$ cat src/rtl/thermal_limiter.sv
module thermal_limiter #(
  parameter int QUAL_TICKS = 400,
  parameter int LIM_W      = 24
) (
  input  logic             clk,
  input  logic             rst,
  input  logic             tick_ms,
  input  logic             warn_n,
  input  logic             ctl_we,
  input  logic [7:0]       ctl_wdata,
  input  logic [LIM_W-1:0] lim_coef,
  output logic [7:0]       ctl_rdata,
  output logic             limit_on,
  output logic [LIM_W-1:0] limit_val
);
  localparam int CNT_W = $clog2(QUAL_TICKS + 1);
  localparam logic [CNT_W-1:0] QUAL_C = CNT_W'(QUAL_TICKS);
  localparam int ADJ_BIT = 6;
  localparam int LAT_BIT = 5;

  logic             adj_off, latch_en;
  logic [1:0]       sync_q;
  logic [CNT_W-1:0] cnt;
  logic             warn, qualify, release_ok, lim_nxt;

  assign warn       = ~sync_q[1];
  assign qualify    = tick_ms & warn & (cnt == QUAL_C);
  assign release_ok = ~warn & ~latch_en;
  assign lim_nxt    = ~adj_off & (limit_on ? ~release_ok : qualify);

  always_ff @(posedge clk) begin
    if (rst) begin
      adj_off  <= 1'b1;
      latch_en <= 1'b1;
    end else if (ctl_we) begin
      adj_off  <= ctl_wdata[ADJ_BIT];
      latch_en <= ctl_wdata[LAT_BIT];
    end
  end

  always_ff @(posedge clk) begin
    if (rst) sync_q <= 2'b11;
    else     sync_q <= {sync_q[0], warn_n};
  end

  always_ff @(posedge clk) begin
    if (rst || adj_off || limit_on || !warn || qualify) cnt <= '0;
    else if (tick_ms)                                   cnt <= cnt + 1'b1;
  end

  always_ff @(posedge clk) begin
    if (rst) begin
      limit_on  <= 1'b0;
      limit_val <= '1;
    end else begin
      limit_on  <= lim_nxt;
      limit_val <= lim_nxt ? lim_coef : '1;
    end
  end

  always_comb begin
    ctl_rdata          = '0;
    ctl_rdata[ADJ_BIT] = adj_off;
    ctl_rdata[LAT_BIT] = latch_en;
  end
endmodule


$ cat config.mk
export PLATFORM = sky130hd
export DESIGN_NAME = thermal_limiter
export DESIGN_NICKNAME = d
export VERILOG_FILES = /design/src/rtl/thermal_limiter.sv
export SDC_FILE = /design/constraint.sdc
export NUM_CORES = 1
export LEC_CHECK = 0
export CORE_UTILIZATION = 40
export DETAILED_ROUTE_END_ITERATION = 10
export GPL_TIMING_DRIVEN = 1
export PLACE_DENSITY = 0.79
export SYNTH_ARGS = -nofsm -noshare
export SYNTH_HDL_FRONTEND = slang
export SYNTH_SLANG_ARGS = --single-unit
export TNS_END_PERCENT = 50
$ cat constraint.sdc
create_clock -name clk -period 2.1 [get_ports clk]
set_input_delay 0.42 -clock clk [delete_from_list [all_inputs] [get_ports clk]]
set_output_delay 0.42 -clock clk [all_outputs]
set_load 0.05 [all_outputs]
==> impl_results.md, run 1 <==
* GPL Wtd Cong at 0.775
* Clk buf depth at 2
* Worst path required time at 1.68 ns
* Vias in the first global route at 1134
* # nets final at 224
* Max-capacitance violation count at 0
* Complex-gate fraction of the synthesized area at 22.3%
* Die W at 62.4 µm
* RSZ-0062 raised after global routing: no
* Tmin final at 1.99 ns
* Port Buffers at 57
* Initial DRC Count at 27
* Routed length per instance at 13.2 µm
* Sequential share of the synthesized area at 52.1%
* Total leakage power at 0.000763 µW
* Tcrit/Tclk final at 94.9%
* CP max-delay cell: clkdlybuf4s50_1
* Max incr delay on CP at 0.84 ns
* Clk_skew at 0.0137 ns
* Mapped Cells at 124
* CTS tree: done
* Slew Limit Fails at 0
* Cell area after synthesis at 0.00146 mm²
* Worst-path clk slew at 0.12 ns
* Simple-Gate Fraction of Synth Area at 13.7%
* Vias per inst at 4.71
* Setup Crit Path Kind: flop to output port
* Synth Area in Adders at 1.71%
* Routed vias at 1093
* Hold_buf cts at 0
* Mux contribution to synthesized area at 0.686%
* Asr flop ratio synth at 0%
* HP Class: flop to flop
* Post-route insts no fill at 232
* CP endpoint kind: output port
* Rows at 21
* Initial antenna violation count at 0
* CP Launch Type: flop
* Largest family of logic cells by synthesized area: compound AO/OA/AOI/OAI gates
* Final hold vios at 0
* Ys flop type: dfxtp_1
* CP Buf/Inv Count at 1
* F_max at 0.502 GHz
* Critical Path AT at 1.57 ns
* # fillers at 285
* Post-CTS Setup Bufs at 0
* CP Cell Sequence: clkdlybuf4s50_1
* Placed insts at 224
* TritonRoute pass-1 iters at 4
* XOR/XNOR Fraction of Synth Area at 2.40%
* Synth Warn # at 0
* Cell Pwr Density at 571 mW/mm²
* Clock sinks at 38
* Layout cells sized above 1 at 19.9%
* Clock Latency Late Sink at 0.34 ns
* Total gr overflow at 0
* Initial Util at 42.7%
* Area Overhead vs Synth at 46.3%
* Yosys reg bits at 38
* Antenna viol nets, final at 0
* Ant diodes at 0
* Die area at 0.00390 mm²
* DRC viols at 0
* Final setup fails at 0
* Post-DP HPWL at 2350 µm
* Worst-Margin Slew at 0.646 ns
* Placeable Area at 0.00342 mm²
* Setup TNS Final at 0 ns
* Die Span Y at 62.4 µm
* CTS Buf Count at 5
* First-pass GRT wire length at 5010 µm
* Register Area at 761 µm²
* Depth of the CTS H-tree at 2
* # IOs at 70
* EDFF count, synth at 0
* Status: complete, no violations
* Pin count of the biggest net entering global routing at 26
* Avg Inst Size Synth at 11.8 µm²
* Delay-heaviest family, CP: buffers and inverters
* Multi-input logic area at 627 µm²
* Yosys cell types at 29
* GRT Overall Usage at 16.6%
* Slew headroom at 56.7%
* CTS root buf: clkbuf_4
* Final wirelength at 3060 µm
* Max VDD drop at 0.438 mV
* Crit-path max FO at 4
[sequential cells by signal, summed over array words and instances (netlist names)]
register	count
adj_off	1
cnt	9
latch_en	1
limit_on	1
limit_val	24
sync_q	2
[where the power goes]
part,leakage (µW),total [µW],internal (µW),switching (µW)
Combinational,0.000423,123,72.8,50.0
Clock,0.0000322,367,132,235
Sequential,0.000308,729,725,4.24
Total,0.000763,1220,929,289
[routing by layer]
layer | GRT usage [%] | vias to the layer above | part of all wire [%]
met5 | 0 | - | 0
met1 | 16.3 | 505 | 37
met3 | 8.03 | 4 | 9.5
li1 | - | 543 | -
met2 | 30.3 | 41 | 52
met4 | 5.23 | 0 | 1.2
[synthesized netlist by cell type (all sizes together) (3+ instances only)]
cell type	instances	share of area (%)
dfxtp	38	52
o21bai	24	17
buf	12	6.3
nor2	5	1.3
or3	5	2.5
a21oi	4	1.4
nand4	4	1.7
o21ai	4	1.4
nand2	3	0.77
nor2b	3	1.3
or2	3	1.3
xor2	3	1.8
[per-stage QoR]
stage               total power [µW]  cell area [µm²]  setup WS (ns)  utilization, %  hold WS [ns]
floorplan                        812             1480          0.426               -         0.389
finish                          1220             2140          0.107            62.5         0.456
CTS                             1230             2130        0.00616            62.5         0.455
detailed placement               869             2080         0.0676            60.8         0.411
global placement                 866             2080          0.168            60.8         0.394
global route                    1270             2140         0.0407            62.5         0.473
[final cells by class]
class,instances,area share (%)
Clock buffer,6,1.93
Clock inverter,2,0.644
Inverter,2,0.351
Multi-Input combinational cell,77,29.3
Sequential cell,38,35.6
Tap cell,46,2.69
Timing Repair Buffer,61,29.4
[placed cells by master, fill, tap and decap left out, types with 2 or more instances in the layout]
| cell type | count |
|---|---|
| clkdlybuf4s50_1 | 56 |
| dfxtp_1 | 38 |
| o21bai_2 | 20 |
| conb_1 | 6 |
| nor2_1 | 5 |
| clkbuf_4 | 5 |
| nand4_1 | 4 |
| o21ai_0 | 4 |
| or3_1 | 4 |
| a21oi_1 | 4 |
| o21bai_1 | 4 |
| nor2b_1 | 3 |
| nand2_1 | 3 |
| xor2_1 | 3 |
| inv_1 | 2 |
| nand4bb_1 | 2 |
| or2_2 | 2 |
| a211o_1 | 2 |
| ha_1 | 2 |
| buf_12 | 2 |
| buf_4 | 2 |
[logic make-up (layout without fill, tap and decap cells)]
logic type / count (synthesis) / in the layout
multiplexers: 1 / 1
flip-flops: 38 / 38
buffers and inverters: 14 / 71
XOR/XNOR: 4 / 4
adder cells (fa/ha/maj): 2 / 2
other: 1 / 6
AO/OA/AOI/OAI: 35 / 35
AND/OR/NAND/NOR: 29 / 29
[worst paths after layout]
kind | start | to | slack, ns | cells past startpoint
max | limit_on | limit_on | 0.11 | 1
min | sync_q[0] | sync_q[1] | 0.46 | 1
max reg2reg | cnt[0] | cnt[5] | 0.56 | 5
min reg2reg | sync_q[0] | sync_q[1] | 0.46 | 1
[what timing repair did]
item	4_1_cts	5_1_grt
endpoints found under the setup margin	0	1
resized for setup	0	1
hold endpoints to repair	0	0
(Power assumes the default switching activity.)
==> inputs of run 2 (changes only) <==
--- a/config.mk
+++ b/config.mk
@@ -9,6 +9,7 @@
 export DETAILED_ROUTE_END_ITERATION = 10
 export GPL_TIMING_DRIVEN = 1
 export PLACE_DENSITY = 0.79
+export SLEW_MARGIN = 30
 export SYNTH_ARGS = -nofsm -noshare
 export SYNTH_HDL_FRONTEND = slang
 export SYNTH_SLANG_ARGS = --single-unit
==> results of run 2 <==
The final DEF is identical to that of run 1; final timing and power are the same.
